==> src/rtl/wdog_pkg.sv <==
package wdog_pkg;

  localparam int CODE_W = 4;

  localparam int B_FLAG  = 7;
  localparam int B_IEN   = 6;
  localparam int B_PHI   = 5;
  localparam int B_UNLK  = 4;
  localparam int B_REN   = 3;

  typedef enum logic [1:0] {
    WD_STOP    = 2'd0,
    WD_INT     = 2'd1,
    WD_RST     = 2'd2,
    WD_INT_RST = 2'd3
  } wd_mode_e;

  function automatic wd_mode_e pick_mode(input logic force_on,
                                         input logic ren,
                                         input logic ien);
    if (force_on) return WD_RST;
    case ({ren, ien})
      2'b01:   return WD_INT;
      2'b10:   return WD_RST;
      2'b11:   return WD_INT_RST;
      default: return WD_STOP;
    endcase
  endfunction

endpackage

==> src/rtl/wdog_ctrl_reg.sv <==
module wdog_ctrl_reg
  import wdog_pkg::*;
#(
  parameter int UNLOCK_CYCLES = 4
) (
  input  logic              clk,
  input  logic              rst,
  input  logic              wr_en,
  input  logic [7:0]        wr_data,
  input  logic              rst_flag,
  input  logic              set_flag,
  input  logic              ack,
  input  logic              clr_ien,
  output logic              flag_q,
  output logic              ien_q,
  output logic              ren_eff,
  output logic [CODE_W-1:0] code_q,
  output logic [7:0]        rd_data
);

  localparam int WIN_W = $clog2(UNLOCK_CYCLES + 1);

  logic [WIN_W-1:0] win_cnt;
  logic             win_open;
  logic             open_wr;
  logic             ren_q;

  assign win_open = (win_cnt != '0);
  assign open_wr  = wr_en && wr_data[B_UNLK] && wr_data[B_REN];
  assign ren_eff  = ren_q | rst_flag;

  always_ff @(posedge clk) begin
    if (rst) begin
      win_cnt <= '0;
      code_q  <= '0;
      ren_q   <= 1'b0;
      ien_q   <= 1'b0;
      flag_q  <= 1'b0;
    end else begin
      if (open_wr)       win_cnt <= WIN_W'(UNLOCK_CYCLES);
      else if (wr_en)    win_cnt <= '0;
      else if (win_open) win_cnt <= win_cnt - WIN_W'(1);

      if (wr_en && win_open)
        code_q <= {wr_data[B_PHI], wr_data[2:0]};

      if (rst_flag)
        ren_q <= 1'b1;
      else if (wr_en && wr_data[B_REN])
        ren_q <= 1'b1;
      else if (wr_en && win_open)
        ren_q <= 1'b0;

      if (clr_ien)    ien_q <= 1'b0;
      else if (wr_en) ien_q <= wr_data[B_IEN];

      if (set_flag)
        flag_q <= 1'b1;
      else if (ack || (wr_en && wr_data[B_FLAG]))
        flag_q <= 1'b0;
    end
  end

  assign rd_data = {flag_q, ien_q, code_q[3], win_open, ren_eff, code_q[2:0]};

  // a write outside the window leaves the prescale code alone
  a_r5_code_guarded: assert property (@(posedge clk) disable iff (rst)
    (wr_en && !win_open) |=> (code_q == $past(code_q)));

  // reset enable cannot drop without the window
  a_r5_ren_guarded: assert property (@(posedge clk) disable iff (rst)
    (ren_q && !win_open) |=> ren_q);

  // without writes the window counts down one per clock
  a_r6_window_countdown: assert property (@(posedge clk) disable iff (rst)
    (win_open && !wr_en) |=> (win_cnt == $past(win_cnt) - WIN_W'(1)));

  // the reset flag pins the stored enable on
  a_r7_flag_pins_ren: assert property (@(posedge clk) disable iff (rst)
    rst_flag |=> ren_q);

endmodule

==> src/rtl/wdog_counter.sv <==
module wdog_counter
  import wdog_pkg::*;
#(
  parameter int MIN_LOG2 = 11,
  parameter int MAX_CODE = 9,
  parameter int CNT_W    = MIN_LOG2 + MAX_CODE + 1
) (
  input  logic              clk,
  input  logic              rst,
  input  logic              run,
  input  logic              tick,
  input  logic              kick,
  input  logic [CODE_W-1:0] code,
  output logic              expire
);

  logic [CODE_W-1:0] code_sat;
  logic [CNT_W-1:0]  terminal;
  logic [CNT_W-1:0]  cnt;

  assign code_sat = (code > CODE_W'(MAX_CODE)) ? CODE_W'(MAX_CODE) : code;
  assign terminal = (CNT_W'(1) << (MIN_LOG2 + int'(code_sat))) - CNT_W'(1);
  assign expire   = run && tick && (cnt >= terminal);

  always_ff @(posedge clk) begin
    if (rst || !run || kick || expire) cnt <= '0;
    else if (tick)                     cnt <= cnt + CNT_W'(1);
  end

  // no tick, no progress
  a_r4_hold_without_tick: assert property (@(posedge clk) disable iff (rst)
    (run && !tick && !kick) |=> (cnt == $past(cnt)));

  // a kick restarts the count from zero
  a_r2_kick_restarts: assert property (@(posedge clk) disable iff (rst)
    kick |=> (cnt == '0));

endmodule

==> src/rtl/wdog_guard.sv <==
module wdog_guard
  import wdog_pkg::*;
#(
  parameter int MIN_LOG2      = 11,
  parameter int MAX_CODE      = 9,
  parameter int UNLOCK_CYCLES = 4
) (
  input  logic       clk,
  input  logic       rst,
  input  logic       tick,
  input  logic       kick,
  input  logic       wr_en,
  input  logic [7:0] wr_data,
  output logic [7:0] rd_data,
  input  logic       irq_ack,
  input  logic       always_on,
  input  logic       rst_flag,
  output logic       irq,
  output logic       sys_rst
);

  localparam int CNT_W = MIN_LOG2 + MAX_CODE + 1;

  wd_mode_e          mode;
  logic              flag_q, ien_q, ren_eff;
  logic [CODE_W-1:0] code_q;
  logic              expire;
  logic              set_flag, fire_rst, clr_ien;

  assign mode     = pick_mode(always_on, ren_eff, ien_q);
  assign set_flag = expire && ((mode == WD_INT) || ((mode == WD_INT_RST) && !flag_q));
  assign fire_rst = expire && ((mode == WD_RST) || ((mode == WD_INT_RST) && flag_q));
  assign clr_ien  = irq_ack && (mode == WD_INT_RST);

  wdog_ctrl_reg #(
    .UNLOCK_CYCLES(UNLOCK_CYCLES)
  ) u_reg (
    .clk      (clk),
    .rst      (rst),
    .wr_en    (wr_en),
    .wr_data  (wr_data),
    .rst_flag (rst_flag),
    .set_flag (set_flag),
    .ack      (irq_ack),
    .clr_ien  (clr_ien),
    .flag_q   (flag_q),
    .ien_q    (ien_q),
    .ren_eff  (ren_eff),
    .code_q   (code_q),
    .rd_data  (rd_data)
  );

  wdog_counter #(
    .MIN_LOG2 (MIN_LOG2),
    .MAX_CODE (MAX_CODE),
    .CNT_W    (CNT_W)
  ) u_cnt (
    .clk    (clk),
    .rst    (rst),
    .run    (mode != WD_STOP),
    .tick   (tick),
    .kick   (kick),
    .code   (code_q),
    .expire (expire)
  );

  always_ff @(posedge clk) begin
    if (rst) sys_rst <= 1'b0;
    else     sys_rst <= fire_rst;
  end

  assign irq = flag_q & ien_q;

  // the reset pulse lasts one clock
  a_r12_one_cycle_reset: assert property (@(posedge clk) disable iff (rst)
    sys_rst |=> !sys_rst);

  // acknowledge in combined mode removes the interrupt enable
  a_r10_ack_drops_ien: assert property (@(posedge clk) disable iff (rst)
    (irq_ack && (mode == WD_INT_RST)) |=> !ien_q);

  // unserviced interrupt at the next expiry leads to reset
  a_r11_unserviced_resets: assert property (@(posedge clk) disable iff (rst)
    (expire && (mode == WD_INT_RST) && flag_q) |=> sys_rst);

  // stopped mode never resets
  a_r8_stopped_quiet: assert property (@(posedge clk) disable iff (rst)
    (mode == WD_STOP) |=> !sys_rst);

endmodule

==> config.mk <==
export PLATFORM = sky130hd
export DESIGN_NAME = wdog_guard
export DESIGN_NICKNAME = d
export VERILOG_FILES = /design/src/rtl/wdog_pkg.sv /design/src/rtl/wdog_ctrl_reg.sv /design/src/rtl/wdog_counter.sv /design/src/rtl/wdog_guard.sv
export SDC_FILE = /design/constraint.sdc
export NUM_CORES = 1
export LEC_CHECK = 0
export CORE_MARGIN = 4
export CORE_UTILIZATION = 31
export CTS_BUF_LIST = sky130_fd_sc_hd__clkbuf_8
export DETAILED_ROUTE_END_ITERATION = 8
export DONT_BUFFER_PORTS = 1
export PLACE_DENSITY = 0.55
export SETUP_SLACK_MARGIN = 0.02
export SLEW_MARGIN = 20
export SYNTH_ARGS = -nofsm -noshare
export SYNTH_HDL_FRONTEND = slang
export SYNTH_SLANG_ARGS = --single-unit
==> constraint.sdc <==
create_clock -name clk -period 4.91 [get_ports clk]
set_input_delay 0.7365 -clock clk [delete_from_list [all_inputs] [get_ports clk]]
set_output_delay 0.7365 -clock clk [all_outputs]
set_load 0.02 [all_outputs]
---- Word level (Yosys, flattened, before mapping) ----
Index checks and enable logic that the tools add are counted.
storage, ports and cells
  bits in registers ....................... 32
  input bits .............................. 16
  output and inout bits ................... 10
  word-level logic and storage cells ...... 63
cells by class
  add/sub/neg operators ................... 4
  order comparisons ....................... 2
  eq/ne operators ......................... 6
  shift-type cells ........................ 1
  muxes and demuxes ....................... 13
  bitwise logic cells ..................... 2
  reductions and logical operators ........ 27
operators by type and width
  operator                                            number
  left shift 1 x 32 -> 21 bit, first input constant   1
  adder 21 x 1 -> 21 bit, second input constant       1
  >= comparator 21 bit                                1
  subtractor 21 x 2 -> 21 bit, second input constant  1
  logical AND 1 bit                                   12
  two-way mux 3 bit                                   3
  nonzero test 3 bit                                  3
  == test 2 bit, second input constant                4
  logical OR 1 bit                                    6
  two-way mux 1 bit                                   6
  one-hot mux 2 bit (3 select lines)                  1
  adder 4 x 4 -> 5 bit, first input constant          1
  == test 2 x 1 -> 1 bit, second input constant       2
  > comparator 4 bit, second input constant           1
  two-way mux 2 bit                                   2
  two-way mux 4 bit                                   1
  nonzero test 2 bit                                  2
  OR reduction 3 bit                                  1
  subtractor 3 x 1 -> 3 bit, second input constant    1
  zero test 1 bit                                     2
  OR reduction 2 bit                                  1
  AND 1 bit                                           1
  bitwise OR 1 bit                                    1

---- Longest topological paths before layout ----
Gate-level depths: netlist (run 1).
  word-level depth ........................ 9
  depth in mapped cells ................... 18
  gate-level depth less buffers ........... 15

---- Hierarchy ----
From an unflattened synthesis (run 1), not the netlist that was laid out.
second synthesis, totals
  cells, all modules ...................... 303
  area total of the unflattened synthesis .. 2489.9 µm²
by module, submodules not included
  module         instances  cells each  area an instance (µm²)  sequential area each (µm²)
  wdog_counter   1          237         1876.8                  420.4
  wdog_ctrl_reg  1          57          530.5                   200.2
  wdog_guard     1          9           82.6                    20.0

---- Least setup slack after synthesis (run 1) ----
OpenSTA, ideal clock, no wires.
  kind .................................... register to register
  start ................................... register u_reg.code_q[0]
  end ..................................... register u_reg.flag_q
  setup time .............................. 116 ps
  data arrival time ....................... 3461 ps
  required time ........................... 4794 ps
  slack ................................... 1333 ps
  cell stages (with the launch flop) ...... 16
  path buffers ............................ 2
  period minus slack after synthesis ...... 3577 ps
  path through ............................ dfxtp_1 > buf_2 > or2_0 > clkbuf_1 > a21oi_1 > ha_1 > or3_1 > o21ai_0 > o31a_1 > ha_1 > a211o_1 > a21oi_1 > a211o_1 > a31oi_1 > or2_2 > a31o_2
on the way
  cells in the longest elaborated chain, start to end .. 9
  elaborated cells on any way between the ends .. 10
  those cells by class .................... add/sub (2); order compare (2); shift (1); mux (2); reduce/logical (3)
RTL lines
  element                                                  line                 source
  start: declaration                                       wdog_ctrl_reg.sv:17  output logic [CODE_W-1:0] code_q,
  start signal: assignment                                 wdog_ctrl_reg.sv:45  code_q <= {wr_data[B_PHI], wr_data[2:0]};
  > comparator 4 bit                                       wdog_counter.sv:21   assign code_sat = (code > CODE_W'(MAX_CODE)) ? CODE_W'(MAX_CODE) : code;
  two-way mux 4 bit (*)                                    wdog_counter.sv:21
  adder 4 x 4 -> 5 bit (*)                                 wdog_counter.sv:22   assign terminal = (CNT_W'(1) << (MIN_LOG2 + int'(code_sat))) - CNT_W'(1);
  left shift 1 x 32 -> 21 bit (*)                          wdog_counter.sv:22
  subtractor 21 x 2 -> 21 bit (*)                          wdog_counter.sv:22
  >= comparator 21 bit (*)                                 wdog_counter.sv:23   assign expire = run && tick && (cnt >= terminal);
  logical AND 1 bit (*)                                    wdog_counter.sv:23
  logical AND 1 bit (*)                                    wdog_guard.sv:31     assign set_flag = expire && ((mode == WD_INT) || ((mode == WD_INT_RST) && !flag_q));
  two-way mux 1 bit or nonzero test 2 bit (tied branches)  -
  end signal: assignment                                   wdog_ctrl_reg.sv:38  flag_q <= 1'b0;
  end signal: assignment                                   wdog_ctrl_reg.sv:58  flag_q <= 1'b1;
  end signal: assignment                                   wdog_ctrl_reg.sv:60  flag_q <= 1'b0;
  end: declaration                                         wdog_ctrl_reg.sv:14  output logic flag_q,
Mark *: on every way between the ends. The rest lies on a longest branch, timed or not.
A chain may end at the register's enable or synchronous reset.

---- Worst setup path in the final report (run 1) ----
  start ................................... register u_reg.code_q[1]
  end ..................................... register u_reg.flag_q
Same word-level chain as after synthesis.

==> flow_summary.yaml, run 1 <==
run_status:
  run_status: "finished, final reports clean"
setup_path:
  reg2reg_depth: 13
  worstSetupStartpointType: "register"
  cp-end-kind: "register"
  crit_type: "reg -> reg"
  worstPathArrival_ps: 4290
  crit_fanout: 15
  required_ps: 5090
pwr:
  powerDensity_mw_per_mm2: 256
  leakage_nw: 0.973
  p_int_w: 0.000449
  power_switching_share: 0.307
  p_seq_frac: 0.431
  p_comb_frac: 0.232
  vdd_ir_drop_max_uv: 139
  p_switching_w: 0.000199
  power_frac_clock: 0.337
die:
  io_pins: 26
  die-area_mm2: 0.00914
  floorplan.die.width_um: 95.6
  initial_core_util: 0.323
  die_h_um: 95.6
  row_count: 31
  core_mm2: 0.00737
drt:
  routed_wl_um: 5060
  routed_via_density: 4.99
  num_vias: 1970
  ant_nets: 0
  post_drt_wl_per_cell_um: 12.8
  drc_errors: 0
  drtIter0Drc: 72
  dr.pass1.iters: 4
global_route:
  antenna_found_initial: 0
  grt_max_degree: 17
  grt_overflow_total: 0
  grt_pass1_wl_um: 8890
  grt_pass1_vias: 1875
  grt_use_total: 0.121
layout:
  diodes: 0
  layout_common_cells: "37 x nor2_1, 32 x dfxtp_1, 27 x ha_1, 24 x a21oi_1, 21 x nand2_1"
  final_cells: 395
  final_common_cell: "nor2_1"
  nets: 339
  drive_gt1_frac: 0.0608
  n_fill_cell: 792
  area_delta_synth_final_pct: 6.47
hold_path:
  worstHoldPathCells: 2
  hp-class: "reg -> reg"
sta:
  min_period_over_period: 0.839
  max_slew_margin: 0.565
  worstMarginPinSlew_ps: 651
  drv_slew: 0
  min_period_ps: 4120
  fin_setup_tns_ps: 0
  setup_violations: 0
  fmax_mhz: 243
  rsz0062_at_grt: "false"
  fin_worst_skew_ps: 6.08
  hold_viol: 0
placed_design:
  dp_cells: 388
  hpwl_um: 3870
  routabilityCongestion: 0.803
  io_buffers: 0
yosys:
  yosysSeqAreaShare: 0.269
  synth_edf_count: 0
  synth-seq-cells: 32
  syn_avg_cell_area_um2: 7.90
  synthCells: 301
  yosys_warnings: 0
  ys_types: 48
  synth_ff_type: "dfxtp_1"
  async_reset_ff_frac: 0
  synth.cell_area_mm2: 0.00238
cts:
  cts_setup_buffers: 0
  cts.clk_slew.worst_paths_ps: 70
  clk_latency_ps: 280
  cts_tree: "done"
  cts_resized: 0
  cts.htree.levels: 2
  root_buffer: "clkbuf_8"
  clockBufferDepth: 2
  hold_buffers: 0
  clock-sinks: 32
  cts_buffers: 5
job:
  drv_cap: 0
-- power by group through the flow --
| stage | combinational, W | clock [W] | sequential, W |
|---|---|---|---|
| finish | 0.000150 | 0.000219 | 0.000279 |
| floorplan | 0.000136 | 0 | 0.000280 |
| CTS | 0.000150 | 0.000229 | 0.000279 |
| global placement | 0.000147 | 0 | 0.000285 |
| detailed placement | 0.000149 | 0 | 0.000285 |
| global route | 0.000173 | 0.000240 | 0.000280 |
-- flip-flops by register name (all words and copies together), names as in the netlist --
name / flops
sys_rst: 1
u_cnt.cnt: 21
u_reg.code_q: 4
u_reg.flag_q: 1
u_reg.ien_q: 1
u_reg.ren_q: 1
u_reg.win_cnt: 3
-- critical path: stages, from the launching register on --
cell and delay, ps:
dfxtp_1 660, or2_0 350, a21oi_1 130, ha_1 530
or3_1 420, o21ai_0 180, o31a_1 170, ha_1 240
a211o_1 260, a21oi_1 190, a211o_1 160, a31oi_1 90
or2_2 400, a31o_2 240
-- cells in the mapped netlist (2+ instances only) --
| cell type | instances | area (um2) |
|---|---|---|
| nand4_1 | 7 | 43.8 |
| buf_2 | 2 | 10.0 |
| nor2_1 | 37 | 139 |
| a2111oi_0 | 3 | 26.3 |
| ha_1 | 27 | 338 |
| clkbuf_1 | 10 | 37.5 |
| a31oi_1 | 4 | 25.0 |
| nand3_1 | 17 | 85.1 |
| and4_1 | 5 | 43.8 |
| a21oi_1 | 24 | 120 |
| o21a_1 | 4 | 30.0 |
| dfxtp_1 | 32 | 641 |
| buf_4 | 4 | 30.0 |
| o21ai_0 | 10 | 50.1 |
| nand2b_1 | 9 | 56.3 |
| or3_1 | 2 | 12.5 |
| o31ai_1 | 2 | 15.0 |
| o31ai_2 | 2 | 25.0 |
| xnor2_1 | 9 | 78.8 |
| nor2b_1 | 2 | 12.5 |
| and3_1 | 4 | 25.0 |
| xor2_1 | 12 | 105 |
| or3b_2 | 2 | 17.5 |
| inv_1 | 12 | 45.0 |
| nand2_1 | 21 | 78.8 |
| nor4b_1 | 2 | 17.5 |
| a211o_1 | 6 | 52.6 |
| conb_1 | 2 | 7.51 |
| a211oi_1 | 3 | 22.5 |
| nor3_1 | 7 | 35.0 |
-- final timing paths --
check	startpoint	to	slack, ps
max reg2reg	u_reg.code_q[1]	u_reg.flag_q	790
min reg2reg	u_reg.win_cnt[1]	u_reg.win_cnt[1]	500
max	u_reg.code_q[1]	u_reg.flag_q	790
min	u_reg.win_cnt[1]	u_reg.win_cnt[1]	500
-- layer usage --
| layer | routed length (um) | global-route usage |
|---|---|---|
| met5 | 0 | 0 |
| met4 | 57 | 0.0379 |
| met3 | 146 | 0.0221 |
| met2 | 2290 | 0.188 |
| met1 | 2570 | 0.168 |
-- cell families after synthesis --
family / Yosys count / share of synthesized area
muxes: 1 / 0.00421
adders and majority gates: 27 / 0.142
and+or+nand+nor: 121 / 0.256
DFF: 32 / 0.269
AOI/OAI and AO/OA: 67 / 0.190
buffers and inverters: 30 / 0.0579
xor gates and xnor gates: 21 / 0.0773
other: 2 / 0.00316
-- metrics by stage --
stage,instance area (um2),hold slack (ps),util,total power [W],setup slack [ps]
2_1_floorplan,2390,469,-,0.000416,1330
3_5_place_dp,2440,495,0.331,0.000434,842
6_report,2530,502,0.344,0.000648,793
4_1_cts,2530,505,0.344,0.000658,820
5_1_grt,2530,510,0.344,0.000693,443
3_3_place_gp,2440,485,0.331,0.000432,904
-- layout make-up --
class | instances | area (um2) | area share
clock buffers | 7 | 96.3 | 0.0380
well taps | 99 | 124 | 0.0489
flip-flops and latches | 32 | 641 | 0.253
multi-input cells | 243 | 1620 | 0.638
repair buffers | 1 | 7.51 | 0.00296
inverters | 13 | 48.8 | 0.0193
Power figures use the tool's default switching activity.
==> run 2, diff against run 1 <==
==> constraint.sdc (replaced) <==
create_clock -name clk -period 4.3 [get_ports clk]
set_input_delay 0.645 -clock clk [delete_from_list [all_inputs] [get_ports clk]]
set_output_delay 0.645 -clock clk [all_outputs]
set_load 0.02 [all_outputs]
==> flow_summary.yaml, run 2 (same netlist as run 1, synthesis figures left out) <==
setup_path:
  reg2reg_depth: 13
  crit_slowest_cell: "ha_1"
  r2r-start: "u_reg.code_q[0]"
  required_ps: 4480
  crit_path_cell_trace: "or2_0, a21oi_1, ha_1, or3_1, o21ai_0, o31a_1, ha_1, a211o_1, a21oi_1, a211o_1, a31oi_1, or2_2, a31o_2"
  crit_fanout: 15
  critical-path-max-stage-delay_ps: 430
  critPathBufInv: 0
  worstSetupStartpointType: "register"
  cpLargestDelayFamily: "compound AO/OA/AOI/OAI gates"
  cp-end-kind: "register"
  rrSetupSlack_ps: 590
  r2r_end: "u_reg.flag_q"
  worstPathArrival_ps: 3890
  crit_type: "reg -> reg"
layout:
  diodes: 0
  reg_top3: "u_cnt.cnt (21), u_reg.code_q (4), u_reg.win_cnt (3)"
  design_area_mm2: 0.00257
  area_delta_synth_final_pct: 7.89
  largest_reg_flops: 21
  final_common_cell: "nor2_1"
  top_register: "u_cnt.cnt"
  n_fill_cell: 790
  drive_gt1_frac: 0.0700
  seqCellArea_um2: 641
  layout_common_cells: "37 x nor2_1, 32 x dfxtp_1, 27 x ha_1, 24 x a21oi_1, 21 x nand2_1"
  nets: 342
  multiInputGateArea_mm2: 0.00162
drt:
  post_drt_wl_per_cell_um: 13.0
  ant_nets: 0
  num_vias: 2050
  routed_via_density: 5.14
  drc_errors: 0
  dr.pass1.iters: 4
  drtIter0Drc: 83
  routed_wl_um: 5180
cts:
  cts.clk_slew.worst_paths_ps: 70
  root_buffer: "clkbuf_8"
  cts_setup_buffers: 0
  cts_resized: 0
  hold_buffers: 0
  clk_latency_ps: 280
  clockBufferDepth: 2
  cts.htree.levels: 2
  cts_buffers: 5
  cts_tree: "done"
  clock-sinks: 32
sta:
  setup_slack_ps: 592
  fmax_mhz: 270
  drv_slew: 0
  setup_violations: 0
  min_period_ps: 3710
  max_slew_margin: 0.646
  rsz0062_at_grt: "false"
  min_period_over_period: 0.862
  hold_viol: 0
  fin_worst_skew_ps: 8.82
  fin_setup_tns_ps: 0
  worstMarginPinSlew_ps: 530
pwr:
  vdd_ir_drop_max_uv: 153
  powerDensity_mw_per_mm2: 302
  leakage_nw: 0.999
die:
  die-area_mm2: 0.00914
  die_h_um: 95.6
  core_mm2: 0.00737
  initial_core_util: 0.323
  row_count: 31
  io_pins: 26
  floorplan.die.width_um: 95.6
global_route:
  antenna_found_initial: 0
  grt_overflow_total: 0
  grt_pass1_wl_um: 9110
  grt_max_degree: 17
  grt_use_total: 0.123
  grt_pass1_vias: 1902
hold_path:
  min-delay-start: "rst"
  hp-class: "in -> reg"
  worstHoldPathCells: 1
  hold-path-endpoint: "u_reg.win_cnt[0]"
placed_design:
  hpwl_um: 4020
  place_ws_ps: 613
  routabilityCongestion: 0.846
  io_buffers: 0
  dpl-instance-area_mm2: 0.00246
job:
  drv_cap: 0
run_status:
  run_status: "finished, final reports clean"
run 2: cell types whose count changed in the layout (fill, tap and decap cells not counted):
| cell | change |
|---|---|
| buf_4 | +3 |
| bufinv_16 | +1 |
| clkbuf_8 | -2 |
| clkinv_2 | +1 |
| inv_1 | +1 |
run 2: worst reg2reg max path: stages, from the launching register on:
cell	delay, ps
dfxtp_1	310
or2_0	330
a21oi_1	280
ha_1	430
or3_1	410
o21ai_0	190
o31a_1	160
ha_1	230
a211o_1	260
a21oi_1	170
a211o_1	140
a31oi_1	80
or2_2	390
a31o_2	240
run 2: worst max path at each step:
| stage | slack, ps | from | depth (start not counted) | end |
|---|---|---|---|---|
| detailed placement | 610 | u_reg.code_q[0] | 13 | u_reg.flag_q |
| floorplan | 720 | u_reg.code_q[0] | 15 | u_reg.flag_q |
| finish | 590 | u_reg.code_q[0] | 13 | u_reg.flag_q |
| global route | 310 | u_reg.code_q[0] | 14 | u_reg.flag_q |
| CTS | 610 | u_reg.code_q[0] | 13 | u_reg.flag_q |
| global placement | 660 | u_reg.code_q[0] | 13 | u_reg.flag_q |
run 2: per-stage QoR:
| stage | power [W] | std cells | util | hold slack [ps] |
|---|---|---|---|---|
| after floorplan | 0.000475 | 305 | - | 469 |
| after global placement | 0.000499 | 391 | 0.334 | 484 |
| after detailed placement | 0.000500 | 391 | 0.334 | 490 |
| after CTS | 0.000783 | 399 | 0.348 | 420 |
| after global routing | 0.000830 | 399 | 0.348 | 418 |
| final | 0.000776 | 399 | 0.348 | 428 |
run 2: layer usage:
layer	vias up	global-route usage	share of wire
met1	944	0.167	0.48
met5	-	0	0
li1	1064	-	-
met3	2	0.0268	0.038
met2	40	0.199	0.47
met4	0	0.0284	0.0048
run 2: area by class of cell:
type / instances / share of cell area
clock buffers: 5 / 0.0268
clock inverters: 3 / 0.0151
inverters: 13 / 0.0190
multi-input cells: 243 / 0.629
flip-flops and latches: 32 / 0.250
well taps: 99 / 0.0483
repair buffers: 4 / 0.0117
run 2: power by group:
group | internal (W) | total (W) | switching [W]
clock | 0.000170 | 0.000281 | 0.000112
sequential | 0.000304 | 0.000312 | 0.00000792
combinational | 0.0000687 | 0.000183 | 0.000114
total | 0.000542 | 0.000776 | 0.000234
